===== src/rtl/ret_stack_pkg.sv =====
package ret_stack_pkg;
    typedef enum logic [2:0] {
        ST_IDLE,
        ST_WR_LO,
        ST_WR_HI,
        ST_RD_LO,
        ST_RD_HI
    } stk_state_e;
endpackage


===== src/rtl/sp_unit.sv =====
// Wrapping stack pointer; increments and decrements are modulo 2**PTR_W.
module sp_unit #(
    parameter int PTR_W = 3
) (
    input  logic             clk,
    input  logic             rst_n,
    input  logic             inc,
    input  logic             dec,
    output logic [PTR_W-1:0] sp
);
    always_ff @(posedge clk) begin
        if (!rst_n)   sp <= '0;
        else if (inc) sp <= sp + 1'b1;
        else if (dec) sp <= sp - 1'b1;
    end

    p_inc_wrap_r3: assert property (@(posedge clk) disable iff (!rst_n)
        inc |=> sp == PTR_W'($past(sp) + 1'b1));
    p_dec_wrap_r5: assert property (@(posedge clk) disable iff (!rst_n)
        (dec && !inc) |=> sp == PTR_W'($past(sp) - 1'b1));
    p_sp_hold_r8: assert property (@(posedge clk) disable iff (!rst_n)
        (!inc && !dec) |=> $stable(sp));
endmodule


===== src/rtl/pair_map.sv =====
// Maps a pointer and half-select onto the RAM window and packs the write byte.
module pair_map #(
    parameter int PTR_W  = 3,
    parameter int ADDR_W = 8,
    parameter int BASE   = 8,
    parameter int PC_W   = 12,
    parameter int NIB_W  = 4
) (
    input  logic [PTR_W-1:0]  sp,
    input  logic              hi_half,
    input  logic [PC_W-1:0]   pc,
    input  logic [NIB_W-1:0]  nib,
    output logic [ADDR_W-1:0] addr,
    output logic [7:0]        wdata
);
    localparam int OFS_W = PTR_W + 1;

    logic [OFS_W-1:0] ofs;

    always_comb begin
        ofs   = {sp, hi_half};
        addr  = ADDR_W'(BASE) + ADDR_W'(ofs);
        wdata = hi_half ? {nib, pc[PC_W-1:8]} : pc[7:0];
    end
endmodule


===== src/rtl/ret_stack_ctl.sv =====
module ret_stack_ctl
    import ret_stack_pkg::*;
#(
    parameter int PTR_W  = 3,
    parameter int ADDR_W = 8,
    parameter int BASE   = 8,
    parameter int PC_W   = 12,
    parameter int NIB_W  = 4
) (
    input  logic              clk,
    input  logic              rst_n,
    input  logic              push_req,
    input  logic              pop_req,
    input  logic              pop_psw,
    input  logic [PC_W-1:0]   pc_in,
    input  logic [NIB_W-1:0]  status_hi_in,
    output logic [ADDR_W-1:0] mem_addr,
    output logic              mem_we,
    output logic [7:0]        mem_wdata,
    input  logic [7:0]        mem_rdata,
    output logic              busy,
    output logic [PC_W-1:0]   ret_pc,
    output logic              ret_pc_load,
    output logic [NIB_W-1:0]  ret_nib,
    output logic              ret_nib_load,
    output logic [PTR_W-1:0]  sp,
    output logic [NIB_W+PTR_W:0] psw_view
);
    localparam int DEPTH = 1 << PTR_W;
    localparam int TOP   = BASE + 2 * DEPTH;

    stk_state_e        state, nxt;
    logic              acc_push, acc_pop, hi_half;
    logic [PC_W-1:0]   cap_pc;
    logic [NIB_W-1:0]  cap_nib;
    logic              restore_q;
    logic [7:0]        lo_q;

    assign acc_push = (state == ST_IDLE) && push_req;
    assign acc_pop  = (state == ST_IDLE) && pop_req && !push_req;

    sp_unit #(.PTR_W(PTR_W)) u_sp (
        .clk  (clk),
        .rst_n(rst_n),
        .inc  (state == ST_WR_HI),
        .dec  (acc_pop),
        .sp   (sp)
    );

    pair_map #(.PTR_W(PTR_W), .ADDR_W(ADDR_W), .BASE(BASE),
               .PC_W(PC_W), .NIB_W(NIB_W)) u_map (
        .sp     (sp),
        .hi_half(hi_half),
        .pc     (cap_pc),
        .nib    (cap_nib),
        .addr   (mem_addr),
        .wdata  (mem_wdata)
    );

    // State register
    always_ff @(posedge clk) begin
        if (!rst_n) state <= ST_IDLE;
        else        state <= nxt;
    end

    // Next-state logic
    always_comb begin
        nxt = state;
        unique case (state)
            ST_IDLE: begin
                if (push_req)     nxt = ST_WR_LO;
                else if (pop_req) nxt = ST_RD_LO;
            end
            ST_WR_LO: nxt = ST_WR_HI;
            ST_WR_HI: nxt = ST_IDLE;
            ST_RD_LO: nxt = ST_RD_HI;
            ST_RD_HI: nxt = ST_IDLE;
            default:  nxt = ST_IDLE;
        endcase
    end

    // Outputs decoded from state
    always_comb begin
        mem_we  = 1'b0;
        hi_half = 1'b0;
        busy    = 1'b1;
        unique case (state)
            ST_IDLE:  busy = 1'b0;
            ST_WR_LO: mem_we = 1'b1;
            ST_WR_HI: begin mem_we = 1'b1; hi_half = 1'b1; end
            ST_RD_LO: ;
            ST_RD_HI: hi_half = 1'b1;
            default:  busy = 1'b0;
        endcase
    end

    assign psw_view = {status_hi_in, 1'b1, sp};

    // Capture and return registers
    always_ff @(posedge clk) begin
        if (!rst_n) begin
            cap_pc       <= '0;
            cap_nib      <= '0;
            restore_q    <= 1'b0;
            lo_q         <= '0;
            ret_pc       <= '0;
            ret_nib      <= '0;
            ret_pc_load  <= 1'b0;
            ret_nib_load <= 1'b0;
        end else begin
            ret_pc_load  <= 1'b0;
            ret_nib_load <= 1'b0;
            if (acc_push) begin
                cap_pc  <= pc_in;
                cap_nib <= status_hi_in;
            end
            if (acc_pop) restore_q <= pop_psw;
            if (state == ST_RD_LO) lo_q <= mem_rdata;
            if (state == ST_RD_HI) begin
                ret_pc      <= {mem_rdata[PC_W-9:0], lo_q};
                ret_pc_load <= 1'b1;
                if (restore_q) begin
                    ret_nib      <= mem_rdata[7:8-NIB_W];
                    ret_nib_load <= 1'b1;
                end
            end
        end
    end

    p_window_r2: assert property (@(posedge clk) disable iff (!rst_n)
        busy |-> (mem_addr >= ADDR_W'(BASE)) && (int'(mem_addr) < TOP));
    p_we_pair_r2: assert property (@(posedge clk) disable iff (!rst_n)
        $rose(mem_we) |=> mem_we && mem_addr == $past(mem_addr) + 1'b1);
    p_plain_keeps_nib_r6: assert property (@(posedge clk) disable iff (!rst_n)
        (ret_pc_load && !ret_nib_load) |-> $stable(ret_nib));
    p_nib_with_pc_r6: assert property (@(posedge clk) disable iff (!rst_n)
        ret_nib_load |-> ret_pc_load);
    p_accept_busy_r8: assert property (@(posedge clk) disable iff (!rst_n)
        (!busy && (push_req || pop_req)) |=> busy);
    p_push_wins_r9: assert property (@(posedge clk) disable iff (!rst_n)
        (!busy && push_req && pop_req) |=> mem_we);
endmodule


===== config.mk =====
export PLATFORM = sky130hd
export DESIGN_NAME = ret_stack_ctl
export DESIGN_NICKNAME = d
export VERILOG_FILES = /design/src/rtl/ret_stack_pkg.sv /design/src/rtl/sp_unit.sv /design/src/rtl/pair_map.sv /design/src/rtl/ret_stack_ctl.sv
export SDC_FILE = /design/constraint.sdc
export NUM_CORES = 1
export LEC_CHECK = 0
export ABC_AREA = 1
export BUFFER_PORTS_ARGS = -buffer_cell sky130_fd_sc_hd__buf_4
export CAP_MARGIN = 20
export CORE_MARGIN = 3
export CORE_UTILIZATION = 43
export DETAILED_ROUTE_END_ITERATION = 16
export MAX_ROUTING_LAYER = met4
export PLACE_DENSITY = 0.74
export RECOVER_POWER = 25
export SLEW_MARGIN = 20
export SYNTH_ARGS = -nofsm -noshare
export SYNTH_HDL_FRONTEND = slang
export SYNTH_SLANG_ARGS = --single-unit

===== constraint.sdc =====
create_clock -name clk -period 1.3 [get_ports clk]
set_input_delay 0.195 -clock clk [delete_from_list [all_inputs] [get_ports clk]]
set_output_delay 0.195 -clock clk [all_outputs]
set_load 0.03 [all_outputs]

---- Word level (Yosys, flattened, before mapping) ----
Index checks and enable logic that the tools add are counted.
word-level totals
  flip-flop bits (word level) ............. 49
  input bits .............................. 29
  output and inout bits ................... 47
  logic and storage cells ................. 40
operators by class
  add/subtract/negate cells ............... 3
  equal/unequal tests ..................... 5
  multiplexer cells ....................... 11
  reduce and logical (&&, ||, !) cells .... 11
operators by type and width
  cell                                                 number
  two-way mux 3 bit                                    4
  case mux 3 bit (3 select lines)                      1
  two-way mux 8 bit                                    1
  equality test 3 x 2 -> 1 bit, second input constant  2
  adder 4 x 4 -> 5 bit, first input constant           1
  two-way mux 1 bit                                    5
  AND reduction 2 bit                                  2
  OR reduction 2 bit                                   2
  OR reduction 4 bit                                   1
  adder 3 x 1 -> 3 bit, second input constant          1
  equality test 3 x 1 -> 1 bit, second input constant  1
  equality test 3 bit, second input constant           1
  logical AND 1 bit                                    3
  zero test 3 bit                                      1
  inequality test 3 bit, second input constant         1
  subtractor 3 x 1 -> 3 bit, second input constant     1
  nonzero test 2 bit                                   1
  zero test 1 bit                                      1

---- Depth between registers and ports, before layout ----
Gate-level depths: netlist of the first run.
  depth after elaboration ................. 5
  depth in mapped cells ................... 9
  depth with buffers taken out ............ 9

---- By module ----
A second synthesis of the first run with hierarchy kept.
unflattened totals
  cell total of the unflattened synthesis .. 290
  area total of the unflattened synthesis .. 2,110.8 um^2
modules (own cells, without submodules)
  module         instances  cells each  area each (um^2)
  ret_stack_ctl  1          234         1,783.0
  pair_map       1          35          165.2
  sp_unit        1          21          162.7

---- Least setup slack after synthesis of the first run ----
Ideal clock, no wire load.
  kind .................................... reg2out
  start ................................... register state[0]
  end ..................................... output port mem_wdata[0]
  data arrival time ....................... 1.316 ns
  path slack .............................. -0.211 ns
  cell stages (with the launch flop) ...... 6
  buffers on the path ..................... 1
  cell sequence ........................... dfxtp_1 -> nor2_1 -> nand2_2 -> nand2_2 -> buf_6 -> o21ai_1
between the ends
  word-level cells in the longest chain between the ends .. 4
RTL lines
  item                                                                        RTL line             source
  start, declared                                                             ret_stack_ctl.sv:32  stk_state_e state, nxt;
  start signal, assigned                                                      ret_stack_ctl.sv:63  else state <= nxt;
  equality test 3 bit / equality test 3 x 2 -> 1 bit (equally long branches)  ret_stack_ctl.sv:87  unique case (state)
  OR reduction 2 bit (no line) *                                              -
  two-way mux 1 bit *                                                         ret_stack_ctl.sv:87
  net hi_half                                                                 ret_stack_ctl.sv:33  logic acc_push, acc_pop, hi_half;
  two-way mux 8 bit *                                                         pair_map.sv:23       wdata = hi_half ? {nib, pc[PC_W-1:8]} : pc[7:0];
  end, declared                                                               ret_stack_ctl.sv:19  output logic [7:0] mem_wdata,
The timed path passes the listed nets; every way through them passes the cells marked *.

---- Worst setup path after layout of the first run ----
  start ................................... register state[0]
  end ..................................... output port mem_wdata[4]
between the ends
  word-level cells in the longest chain between the ends .. 4
RTL lines
  item                                                                        RTL line
  equality test 3 bit / equality test 3 x 2 -> 1 bit (equally long branches)  ret_stack_ctl.sv:87
  OR reduction 2 bit (no line) *                                              -
  two-way mux 1 bit *                                                         ret_stack_ctl.sv:87
  two-way mux 8 bit *                                                         pair_map.sv:23
Every way passes the cells marked *; elsewhere a longest branch is shown, timed or not.

==> out/qor.csv, run 1 <==
stage;metric;value;unit
global_routing;GR Util met2;34.84;%
die;Site Rows;24;
logic_synthesis;Yosys reg bits;49;
global_routing;met1 Usage GRT;21.86;%
logic_synthesis;largest family of logic cells by synthesized area;simple AND/OR/NAND/NOR gates;
sta;Achievable Freq;0.6164;GHz
pwr;Lkg Pwr;1.322;nW
die;core outline area;4414;um2
route;DR iter-0 viols;127;
sta;Final WS setup;-0.3224;ns
pwr;Pwr per Cell Area;1354;nW/um2
logic_synthesis;top cells by area, synth;dfxtp_1 (49%), o21ai_0 (10%), nor2_1 (9.4%);
route;routed length per instance;14.20;um
pwr;clock share of power;27.6;%
pwr;Gate power share;31.7;%
route;Vias per Instance;4.942;
die;io pins;76;
logic_synthesis;Syn Area/Cell;7.695;um2
clocking;CTS Buf Count;5;
final_layout;final instance area;3070;um2
worst_hold_path;worst hold path type;in2reg;
logic_synthesis;Simple-Gate Fraction of Synth Area;18.51;%
pwr;Pint;2.783;mW
final_layout;ratio of cells with drive above 1 in the final layout;38.44;%
status;failing checks;negative setup slack;
sta;setup violators final;14;
worst_setup_path;WP data required;1.11;ns
clocking;Clock Tree Buf Depth;2;
sta;Final Hold Viols;0;
pwr;Switch Pwr;1.375;mW
clocking;CTS clk-pin slew, worst paths;0.10;ns
final_layout;fillers;356;
route;drt pass-1 iters;4;
clocking;Skew-Pair Late Insertion Delay;0.31;ns
final_layout;area delta synth->final;53.47;%
worst_setup_path;R2R Path Start;state[2];
logic_synthesis;Synth async-reset ratio;0;%
global_routing;largest net degree at the start of global routing;33;
worst_setup_path;critical path launch point type;flop;
logic_synthesis;most common flop cell mapped by yosys;dfxtp_1;
logic_synthesis;synth unique cells;23;
logic_synthesis;Post-Synth Adder-Cell Area;1.001;%
global_routing;gr usage total;19.42;%
final_layout;Layout Nets;375;
route;Final ANT Viol Nets;0;
pwr;Switching Share;33.06;%
worst_setup_path;worst-path fanout max;7;
die;Die H;74.21;um
worst_setup_path;path depth of the worst reg2reg path;10;
logic_synthesis;Commonest cells post-synth;nor2_1 (50), dfxtp_1 (49), o21ai_0 (40);
logic_synthesis;Post-synth EDFFs;0;
sta;Final period util;124.8;%
run;Max-Cap Viols;0;
global_routing;antenna violations before repair;0;
sta;Final Max Slew Viols;0;
clocking;H-tree Lvls;2;
clocking;CTS tree;yes;
logic_synthesis;most common cell in the netlist;nor2_1;
logic_synthesis;area leader, netlist;dfxtp_1;
logic_synthesis;netlist area before placement;2001;um2
die;initial core utilization;45.32;%
die;Die W;74.21;um
clocking;clk sinks;49;
logic_synthesis;Synth Instances;260;
placed_design;IO Port Bufs;71;
worst_hold_path;WHS Endpoint;ret_pc[9];
sta;final worst path period need;1.622;ns
worst_setup_path;Crit Path Class;reg2out;
logic_synthesis;Post-Synth XOR/XNOR Area;0;%
placed_design;Cell Area, Placed;2684;um2
worst_setup_path;Reg2Reg Setup Slack;-0.27;ns
final_layout;final non-filler cell total;398;
worst_setup_path;worst flop-to-flop path endpoint;u_sp.sp[2];
route;Residual DRC;0;
placed_design;Cell Count Post-Placement;379;
sta;Post-Route Skew;0.005073;ns
sta;hold slack;0.1340;ns
clocking;clock root cell;clkbuf_8;
logic_synthesis;Synth Area in Compound Gates;17.76;%
global_routing;total global routing overflow;0;
sta;unrepaired setup endpoints after global routing;true;
worst_hold_path;hold path start;mem_rdata[1];
final_layout;final core occ;69.56;%
route;Post-Route WL;5.650;mm
logic_synthesis;top-area cell type share of the netlist area;49.03;%
final_layout;ANT cells;0;
placed_design;GPL Wtd Cong;0.8770;
die;die area;5507;um2
worst_setup_path;CP Capture Type;primary output;
status;outcome;finished with violations;
global_routing;grt met3 use;4.324;%
pwr;Peak VDD IR;0.8978;mV
global_routing;global-route wire length before repair;8.004;mm
logic_synthesis;mux cell area share after synthesis;0;%
global_routing;busiest grt layer;met2;
worst_hold_path;Cells on Worst Hold Path;3;
pwr;sequential share of power;40.7;%
route;routed via count;1967;
logic_synthesis;sequential share of the synthesized area;49.03;%
logic_synthesis;Yosys Warn Count;0;
global_routing;vias in the first global route;1752;
placed_design;hpwl dp;3.403;mm
worst_setup_path;WP data arrival;1.43;ns
repair_timing:
action / CTS / global route
hold buffers: 0 / 0
endpoints found under the setup margin: 13 / 55
pin swaps: 8 / 7
resized for setup: 39 / 22
hold endpoints to repair: 0 / 0
buffers inserted: 5 / 4
gates cloned: 1 / 2
registers in the layout (all words and copies together), names as in the netlist:
name,count
cap_pc,12
ret_pc,12
lo_q,8
cap_nib,4
ret_nib,4
state,3
u_sp.sp,3
restore_q,1
ret_nib_load,1
ret_pc_load,1
layout by cell type, fill, tap and decap left out, types with 2 or more instances in the layout:
cell type / count
a21oi_1: 21
buf_4: 62
buf_6: 23
clkbuf_1: 11
clkbuf_16: 2
clkbuf_8: 5
conb_1: 4
dfxtp_1: 46
dfxtp_4: 3
inv_1: 22
inv_6: 2
nand2_1: 16
nand2_2: 2
nand2_4: 4
nand3_1: 6
nand3_4: 2
nor2_1: 43
nor2_2: 6
nor2_4: 2
nor3_1: 3
o21ai_0: 29
o21ai_1: 10
o21ai_2: 3
o21ai_4: 7
cell families (layout without fill, tap and decap cells):
kind of cell | count (synthesis) | count (layout)
AO/OA/AOI/OAI | 71 | 71
AND/OR/NAND/NOR | 86 | 87
buffers and inverters | 51 | 134
adder cells (fa/ha/maj) | 1 | 1
other | 2 | 4
flip-flops | 49 | 49
critical path, cell delays in order (launching register included):
cell and delay, ns:
dfxtp_4 0.38, nor2_4 0.15, nand2_4 0.12, nand2_4 0.14, nand2_1 0.11, o21ai_4 0.07, buf_6 0.14
power by group through the flow:
stage | registers [mW] | clock network [mW] | logic (mW)
global placement | 1.72 | 0 | 1.06
CTS | 1.69 | 1.14 | 1.22
floorplan | 1.76 | 0 | 0.677
detailed placement | 1.72 | 0 | 1.08
global route | 1.71 | 1.20 | 1.40
finish | 1.69 | 1.15 | 1.32
metal layers:
metal	part of all wire (%)	vias to the layer above
met5	0	-
met2	53	51
met3	4.7	6
met1	41	920
met4	1.3	0
li1	-	990
metrics by stage:
step	TNS, ns	total power [mW]	setup WS (ns)
floorplan	-0.1091	2.441	-0.04243
global placement	-0.5704	2.773	-0.07079
detailed placement	-0.7803	2.798	-0.09592
CTS	-3.242	4.049	-0.2846
global route	-5.260	4.312	-0.3703
finish	-3.667	4.158	-0.3224
how the worst max path moves through the flow:
stage	startpoint	endpoint	slack, ns	cells past startpoint
2_1_floorplan	state[2]	u_sp.sp[2]	-0.04	9
3_3_place_gp	state[2]	mem_wdata[0]	-0.07	6
3_5_place_dp	state[0]	mem_wdata[5]	-0.1	6
4_1_cts	state[0]	mem_wdata[3]	-0.28	6
5_1_grt	state[2]	mem_wdata[2]	-0.37	6
6_report	state[0]	mem_wdata[4]	-0.32	6
layout make-up:
cell class | count | area (um2) | share of cell area (%)
Clock inverter | 3 | 47.55 | 1.548
Sequential cell | 49 | 992.2 | 32.31
Tap cell | 52 | 65.06 | 2.119
Timing Repair Buffer | 100 | 850.8 | 27.71
Inverter | 26 | 103.9 | 3.382
Multi-Input combinational cell | 163 | 942.2 | 30.68
Clock buffer | 5 | 68.82 | 2.241
No activity file was read; power rests on OpenSTA's default activity.
==> inputs of run 2 (changes only) <==
==> constraint.sdc (replaced) <==
create_clock -name clk -period 1.3 [get_ports clk]
set_input_delay 0.26 -clock clk [delete_from_list [all_inputs] [get_ports clk]]
set_output_delay 0.26 -clock clk [all_outputs]
set_load 0.03 [all_outputs]
==> run 2 against run 1 <==
The flow still finishes with violations (negative setup slack). Flip-flop and latch count stayed put. Global-route usage decreased by 2.1 points. First-iteration DRC count fell by 43%. Sequential share of layout area rose by 0.63 points. Clock skew barely moved. Hold slack improved by 0.077 ns. Wire length decreased by 13%. Register-to-register slack worse by 0.11 ns. Utilization is 1.2 points lower. Via count down 4.2%. Design area shrank 1.8%. Die area unchanged. Critical endpoint is now u_sp.sp[2]. Largest cell class unchanged.
==> out/qor.csv, run 2 (same netlist as run 1, synthesis figures left out) <==
stage;metric;value;unit;change
worst_setup_path;critical path launch point type;flop;;
worst_setup_path;CP max stage cell;dfxtp_4;;
placed_design;hpwl dp;3.180;mm;-6.5%
final_layout;ANT cells;0;;unchanged
pwr;Lkg Pwr;1.298;nW;-1.8%
clocking;H-tree Lvls;2;;unchanged
final_layout;fillers;355;;-0.28%
worst_setup_path;WP data required;1.49;ns;+0.38 ns
die;Die H;74.21;um;unchanged
global_routing;total global routing overflow;0;;unchanged
route;Residual DRC;0;;unchanged
final_layout;commonest non-fill, non-tap cell in the layout;buf_4;;
worst_setup_path;crit-path cells;nor2_4 -> nand2_4 -> buf_4 -> fa_2 -> inv_1 -> nand2_1 -> nand2_2 -> nand3_1 -> nand2_1 -> nor2_1;;
global_routing;largest net degree at the start of global routing;33;;unchanged
sta;hold slack;0.2109;ns;+0.07685 ns
route;drt pass-1 iters;6;;+2
clocking;Clock Tree Buf Depth;2;;unchanged
global_routing;antenna violations before repair;0;;unchanged
sta;Final Max Slew Viols;0;;unchanged
pwr;Gate power share;33.4;%;+1.7 points
worst_hold_path;WHS Endpoint;cap_pc[0];;
sta;unrepaired setup endpoints after global routing;true;;
worst_hold_path;Cells on Worst Hold Path;3;;unchanged
die;Die W;74.21;um;unchanged
die;io pins;76;;unchanged
run;Max-Cap Viols;0;;unchanged
die;die area;5507;um2;unchanged
clocking;CTS tree;yes;;
final_layout;area delta synth->final;50.72;%;
pwr;Peak VDD IR;0.8093;mV;-9.9%
worst_hold_path;hold path start;pc_in[0];;
placed_design;Cell Count Post-Placement;376;;-0.79%
pwr;Switching Share;34.20;%;+1.1 points
global_routing;busiest grt layer;met2;;
clocking;CTS Buf Count;5;;unchanged
die;initial core utilization;45.32;%;unchanged
sta;Final period util;128.9;%;+4.1 points
pwr;Pwr per Cell Area;1290;nW/um2;-4.7%
worst_setup_path;CP Capture Type;flop;;
sta;final worst path period need;1.675;ns;+0.05272 ns
worst_setup_path;WP data arrival;1.87;ns;+0.44 ns
route;Post-Route WL;4.903;mm;-13%
sta;Final WS setup;-0.3751;ns;-0.05272 ns
route;routed via count;1884;;-4.2%
pwr;Switch Pwr;1.331;mW;-3.2%
placed_design;IO Port Bufs;71;;unchanged
global_routing;gr usage total;17.37;%;-2.1 points
worst_setup_path;most frequent CP cell;nand2_1;;
final_layout;most frequent cells in the layout;buf_4 (66), nor2_1 (48), dfxtp_1 (45), inv_1 (22), o21ai_0 (22);;
pwr;sequential share of power;43.4;%;+2.7 points
global_routing;global-route wire length before repair;7.348;mm;-8.2%
worst_setup_path;path depth of the worst reg2reg path;10;;unchanged
route;Vias per Instance;4.831;;-2.3%
final_layout;ratio of cells with drive above 1 in the final layout;39.94;%;+1.5 points
sta;Final Hold Viols;0;;unchanged
status;failing checks;negative setup slack;;
sta;Achievable Freq;0.5970;GHz;-3.1%
worst_hold_path;worst hold path type;in2reg;;
route;Final ANT Viol Nets;0;;unchanged
placed_design;Setup Slack @ Placement;-0.1100;ns;-0.01407 ns
pwr;Pint;2.561;mW;-8.0%
global_routing;GR Util met2;28.25;%;-6.6 points
final_layout;final core occ;68.31;%;-1.2 points
clocking;clk sinks;49;;unchanged
final_layout;biggest regs;cap_pc: 12 flops, ret_pc: 12 flops, lo_q: 8 flops;;
worst_setup_path;max incr delay on CP;0.38;ns;about the same
worst_setup_path;Reg2Reg Setup Slack;-0.38;ns;-0.11 ns
worst_setup_path;worst-path fanout max;5;;-2
clocking;CTS clk-pin slew, worst paths;0.09;ns;about the same
route;routed length per instance;12.57;um;-11%
global_routing;met1 Usage GRT;21.98;%;+0.12 points
sta;Post-Route Skew;0.005497;ns;+0.0004239 ns
die;core outline area;4414;um2;unchanged
clocking;Skew-Pair Late Insertion Delay;0.30;ns;about the same
global_routing;vias in the first global route;1701;;-2.9%
worst_setup_path;R2R Path Start;state[2];;
final_layout;Layout Nets;367;;-2.1%
sta;setup violators final;18;;+4
worst_setup_path;Crit Path Class;reg2reg;;
clocking;clock root cell;clkbuf_8;;
global_routing;grt met3 use;3.378;%;-0.95 points
final_layout;final non-filler cell total;390;;-2.0%
status;outcome;finished with violations;;
worst_setup_path;worst flop-to-flop path endpoint;u_sp.sp[2];;
pwr;clock share of power;23.1;%;-4.5 points
die;Site Rows;24;;unchanged
pwr;total power;3.891;mW;-6.4%
route;DR iter-0 viols;73;;-43%
placed_design;GPL Wtd Cong;0.7860;;-10%
==> run 2: cell count changes in the layout (fill, tap and decap cells not counted), moves of 2 or more <==
cell | before | now
buf_4 | 62 | 66
inv_6 | 2 | 0
nor2_2 | 6 | 1
clkinvlp_4 | 1 | 3
clkbuf_1 | 11 | 4
a21oi_1 | 21 | 19
a21oi_2 | 1 | 3
o21ai_2 | 3 | 8
nor2_1 | 43 | 48
o21ai_0 | 29 | 22
buf_6 | 23 | 17
nand2_4 | 4 | 2
==> run 2: what timing repair did <==
item	4_1_cts	5_1_grt
endpoints found under the setup margin	14	55
buffers inserted	3	1
cloned	1	2
pin swaps	7	5
hold endpoints to repair	0	0
gates resized for setup	32	32
hold buffers	0	0
==> run 2: final cells by class <==
cell class | count | area [um2] | area share, %
Multi-Input combinational cell | 163 | 958.4 | 31.78
Clock buffer | 5 | 68.82 | 2.282
Timing Repair Buffer | 92 | 807.0 | 26.76
Tap cell | 52 | 65.06 | 2.158
Sequential cell | 49 | 993.5 | 32.95
Inverter | 26 | 100.1 | 3.320
Clock inverter | 3 | 22.52 | 0.7469
==> run 2: critical path: cells and delay by family, from the launching register on <==
kind                       cells  cell delay (ns)
and+or+nand+nor                7             0.63
DFF                            1             0.38
adders and majority gates      1             0.33
buffers and inverters          2             0.23
==> run 2: through the flow <==
| stage | TNS (ns) | instance area (um2) |
|---|---|---|
| global route | -5.772 | 3015 |
| global placement | -0.5220 | 2679 |
| floorplan | -0.1625 | 2113 |
| detailed placement | -0.7620 | 2679 |
| CTS | -3.774 | 2895 |
| finish | -4.311 | 3015 |
==> run 2: how the worst max path moves through the flow <==
stage                   from            to  slack (ns)  cells past startpoint
floorplan           state[2]    u_sp.sp[2]       -0.06                      9
global placement    state[2]  mem_wdata[4]       -0.07                      6
detailed placement  state[2]    u_sp.sp[2]       -0.11                      7
CTS                 state[2]  mem_wdata[0]       -0.33                      6
global route        state[2]    u_sp.sp[2]       -0.42                     10
finish              state[2]    u_sp.sp[2]       -0.38                     10
==> run 2: per-layer routing <==
layer,part of all wire [%],vias to the layer above
met5,0,-
met4,1.1,0
met3,5.7,7
met2,50,52
met1,44,854
li1,-,971
==> run 2: power by group through the flow <==
stage	Clock [mW]	Combinational, mW	Sequential (mW)
after detailed placement	0	1.08	1.72
after global routing	0.963	1.40	1.71
after global placement	0	1.06	1.71
after floorplan	0	0.685	1.76
after CTS	0.899	1.18	1.68
final	0.901	1.30	1.69
==> inputs of run 3 (changes only) <==
--- a/config.mk
+++ b/config.mk
@@ -9,12 +9,14 @@
 export BUFFER_PORTS_ARGS = -buffer_cell sky130_fd_sc_hd__buf_4
 export CAP_MARGIN = 20
 export CORE_MARGIN = 3
-export CORE_UTILIZATION = 43
+export CORE_UTILIZATION = 46
+export CTS_BUF_LIST = sky130_fd_sc_hd__clkbuf_4
 export DETAILED_ROUTE_END_ITERATION = 16
 export MAX_ROUTING_LAYER = met4
-export PLACE_DENSITY = 0.74
+export PLACE_DENSITY = 0.78
 export RECOVER_POWER = 25
 export SLEW_MARGIN = 20
 export SYNTH_ARGS = -nofsm -noshare
 export SYNTH_HDL_FRONTEND = slang
+export SYNTH_HIERARCHICAL = 1
 export SYNTH_SLANG_ARGS = --single-unit
==> run 3 against run 2 <==
The flow still finishes with violations (negative setup slack). Worst setup slack lost 0.12 ns. Count of clock-buffer cells in the layout is the same. First-iteration DRC count grew to 2.5 times the previous value. Synthesized area grew 5.5%. Synthesized cell count grew 12%. Sequential share of layout area shrank 2.5 points. Combinational power is essentially flat. Cell count grew 10%. Hold slack lost 0.094 ns. Die area shrank 1.3%. Sequential power is essentially flat. Critical path type is now reg2out. Largest cell class is now multi-input gates.
==> out/qor.csv, run 3 <==
stage;metric;value;unit;change
worst_setup_path;path depth of the worst reg2reg path;11;;+1
global_routing;vias in the first global route;1942;;+14%
sta;final worst path period need;1.791;ns;+0.1160 ns
die;die area;5438;um2;-1.3%
logic_synthesis;Post-synth EDFFs;0;;unchanged
clocking;Skew-Pair Late Insertion Delay;0.37;ns;+0.07 ns
worst_hold_path;worst hold path type;in2reg;;
route;routed via count;2269;;+20%
worst_setup_path;most frequent CP cell;nand2_4;;
sta;Achievable Freq;0.5583;GHz;-6.5%
logic_synthesis;top cells by area, synth;dfxtp_1 (46%), nand2_1 (11%), nor2_1 (10%);;
global_routing;gr usage total;21.01;%;+3.6 points
logic_synthesis;Synth async-reset ratio;0;%;unchanged
final_layout;ANT cells;0;;unchanged
sta;setup violators final;40;;+22
status;outcome;finished with violations;;
placed_design;GPL Wtd Cong;0.8030;;+2.2%
logic_synthesis;Yosys Warn Count;6;;+6
worst_setup_path;worst flop-to-flop path endpoint;u_sp/sp[2];;
die;core outline area;4384;um2;-0.68%
final_layout;area delta synth->final;54.59;%;
die;Die H;73.74;um;-0.63%
worst_setup_path;max incr delay on CP;0.36;ns;-0.02 ns
worst_setup_path;Crit Path Class;reg2out;;
die;Die W;73.74;um;-0.63%
sta;Post-Route Skew;0.01035;ns;+0.004852 ns
worst_setup_path;crit-path cells;inv_2 -> nand2_4 -> nor2_4 -> inv_2 -> nand2_4 -> buf_12 -> inv_12 -> nand2_4 -> nand2_4 -> buf_6;;
logic_synthesis;Commonest cells post-synth;nand2_1 (61), nor2_1 (59), dfxtp_1 (49);;
sta;Final WS setup;-0.4911;ns;-0.1160 ns
logic_synthesis;most common flop cell mapped by yosys;dfxtp_1;;
worst_setup_path;R2R Path Start;state[2];;
pwr;Pwr per Cell Area;1128;nW/um2;-13%
final_layout;commonest non-fill, non-tap cell in the layout;buf_4;;
worst_setup_path;Reg2Reg Setup Slack;-0.28;ns;+0.10 ns
route;Vias per Instance;5.277;;+9.2%
worst_setup_path;WP data required;1.04;ns;-0.45 ns
sta;unrepaired setup endpoints after global routing;true;;
worst_hold_path;hold path start;mem_rdata[6];;
logic_synthesis;synth unique cells;21;;-8.7%
pwr;Lkg Pwr;1.485;nW;+14%
clocking;CTS Buf Count;5;;unchanged
logic_synthesis;Synth Instances;290;;+12%
worst_setup_path;WP data arrival;1.53;ns;-0.34 ns
die;Site Rows;24;;unchanged
route;DR iter-0 viols;186;;+150%
logic_synthesis;most common cell in the netlist;nand2_1;;
worst_setup_path;CP max stage cell;dfxtp_2;;
worst_setup_path;worst-path fanout max;8;;+3
status;failing checks;negative setup slack;;
placed_design;IO Port Bufs;71;;unchanged
worst_setup_path;critical path launch point type;flop;;
sta;Final Hold Viols;0;;unchanged
final_layout;most frequent cells in the layout;buf_4 (77), nor2_1 (55), dfxtp_1 (44), nand2_1 (32);;
sta;Final period util;137.8;%;+8.9 points
sta;Final Max Slew Viols;0;;unchanged
clocking;clk sinks;49;;unchanged
clocking;CTS clk-pin slew, worst paths;0.15;ns;+0.06 ns
final_layout;ratio of cells with drive above 1 in the final layout;43.65;%;+3.7 points
sta;setup TNS;-7.157;ns;-2.847 ns
clocking;CTS tree;yes;;
die;io pins;76;;unchanged
global_routing;largest net degree at the start of global routing;23;;-30%
logic_synthesis;Syn Area/Cell;7.279;um2;-5.4%
placed_design;hpwl dp;3.665;mm;+15%
final_layout;biggest regs;cap_pc: 12 flops, ret_pc: 12 flops, lo_q: 8 flops;;
route;Final ANT Viol Nets;0;;unchanged
pwr;Peak VDD IR;0.7258;mV;-10%
clocking;H-tree Lvls;2;;unchanged
worst_setup_path;CP Capture Type;primary output;;
logic_synthesis;top-area cell type share of the netlist area;46.47;%;-2.6 points
route;Post-Route WL;6.440;mm;+31%
clocking;Hold Buf Count CTS;0;;unchanged
final_layout;final instance area;3263;um2;+8.2%
logic_synthesis;netlist area before placement;2111;um2;+5.5%
route;routed length per instance;14.98;um;+19%
route;Residual DRC;0;;unchanged
clocking;clock root cell;clkbuf_4;;
final_layout;Layout Nets;407;;+11%
run;Max-Cap Viols;0;;unchanged
clocking;Clock Tree Buf Depth;2;;unchanged
worst_hold_path;Cells on Worst Hold Path;3;;unchanged
global_routing;antenna violations before repair;0;;unchanged
final_layout;fillers;310;;-13%
global_routing;global-route wire length before repair;8.707;mm;+18%
worst_hold_path;WHS Endpoint;ret_nib[2];;
logic_synthesis;sequential share of the synthesized area;46.47;%;-2.6 points
logic_synthesis;Yosys reg bits;49;;unchanged
die;initial core utilization;48.14;%;+2.8 points
logic_synthesis;area leader, netlist;dfxtp_1;;
global_routing;total global routing overflow;0;;unchanged
placed_design;Cell Area, Placed;2755;um2;+2.8%
route;drt pass-1 iters;4;;-2
run 3: how the worst max path moves through the flow:
stage	start	end	slack [ns]	cells past startpoint
CTS	state[2]	mem_wdata[2]	-0.47	10
finish	state[2]	mem_wdata[1]	-0.49	10
detailed placement	state[2]	mem_wdata[2]	-0.19	10
global route	state[2]	mem_wdata[6]	-0.57	10
floorplan	state[0]	mem_wdata[0]	-0.17	8
global placement	state[2]	mem_wdata[2]	-0.14	10
run 3: critical path, delay by kind of cell (launching register included):
kind / cells / cell delay, ns
buffers and inverters: 5 / 0.47
DFF: 1 / 0.36
and+or+nand+nor: 5 / 0.34
run 3: final cells by class:
type	instances	area [um2]	share of cell area, %
multi-input combinational	194	1121	34.36
sequential	49	992.2	30.41
timing repair buffer	106	930.9	28.53
inverter	20	91.34	2.799
tap	52	65.06	1.994
clock buffer	5	37.54	1.150
clock inverter	3	17.52	0.5368
timing repair inverter	1	7.507	0.2301
run 3: stage by stage:
stage               hold slack [ns]  power [mW]  std cells  utilization [%]  setup slack, ns
floorplan                    0.3804       2.336        292                -          -0.1675
global placement             0.4498       2.609        404            62.84          -0.1446
detailed placement           0.4560       2.637        404            62.84          -0.1895
CTS                          0.1121       3.444        417            68.86          -0.4664
global route                 0.1258       3.828        430            74.43          -0.5695
finish                       0.1165       3.679        430            74.43          -0.4911
run 3: power breakdown:
group / switching (mW) / internal (mW) / total, mW
logic: 0.716 / 0.582 / 1.30
registers: 0.0815 / 1.59 / 1.67
clock network: 0.503 / 0.206 / 0.710
total: 1.30 / 2.38 / 3.68
run 3: logic make-up after synthesis:
group / Yosys count / synth area share, %
AOI/OAI and AO/OA: 41 / 9.722
adders and majority gates: 1 / 0.9485
buffers and inverters: 50 / 12.92
DFF: 49 / 46.47
other: 2 / 0.3558
and+or+nand+nor: 147 / 29.58
run 3: layer usage:
metal | up-vias | track usage [%] | part of all wire [%] | wire [um]
met5 | - | - | 0 | 0
met4 | 0 | 6.640 | 3.6 | 229
met3 | 24 | 4.378 | 5.9 | 379
met2 | 98 | 35.43 | 51 | 3280
met1 | 1061 | 24.92 | 40 | 2551
li1 | 1086 | - | - | -
run 3: what timing repair did:
| action | 4_1_cts | 5_1_grt |
|---|---|---|
| resized for setup | 49 | 36 |
| pin swaps | 2 | 5 |
| setup buffers | 4 | 10 |
| gates cloned | 2 | 3 |
| setup endpoints to repair | 26 | 55 |
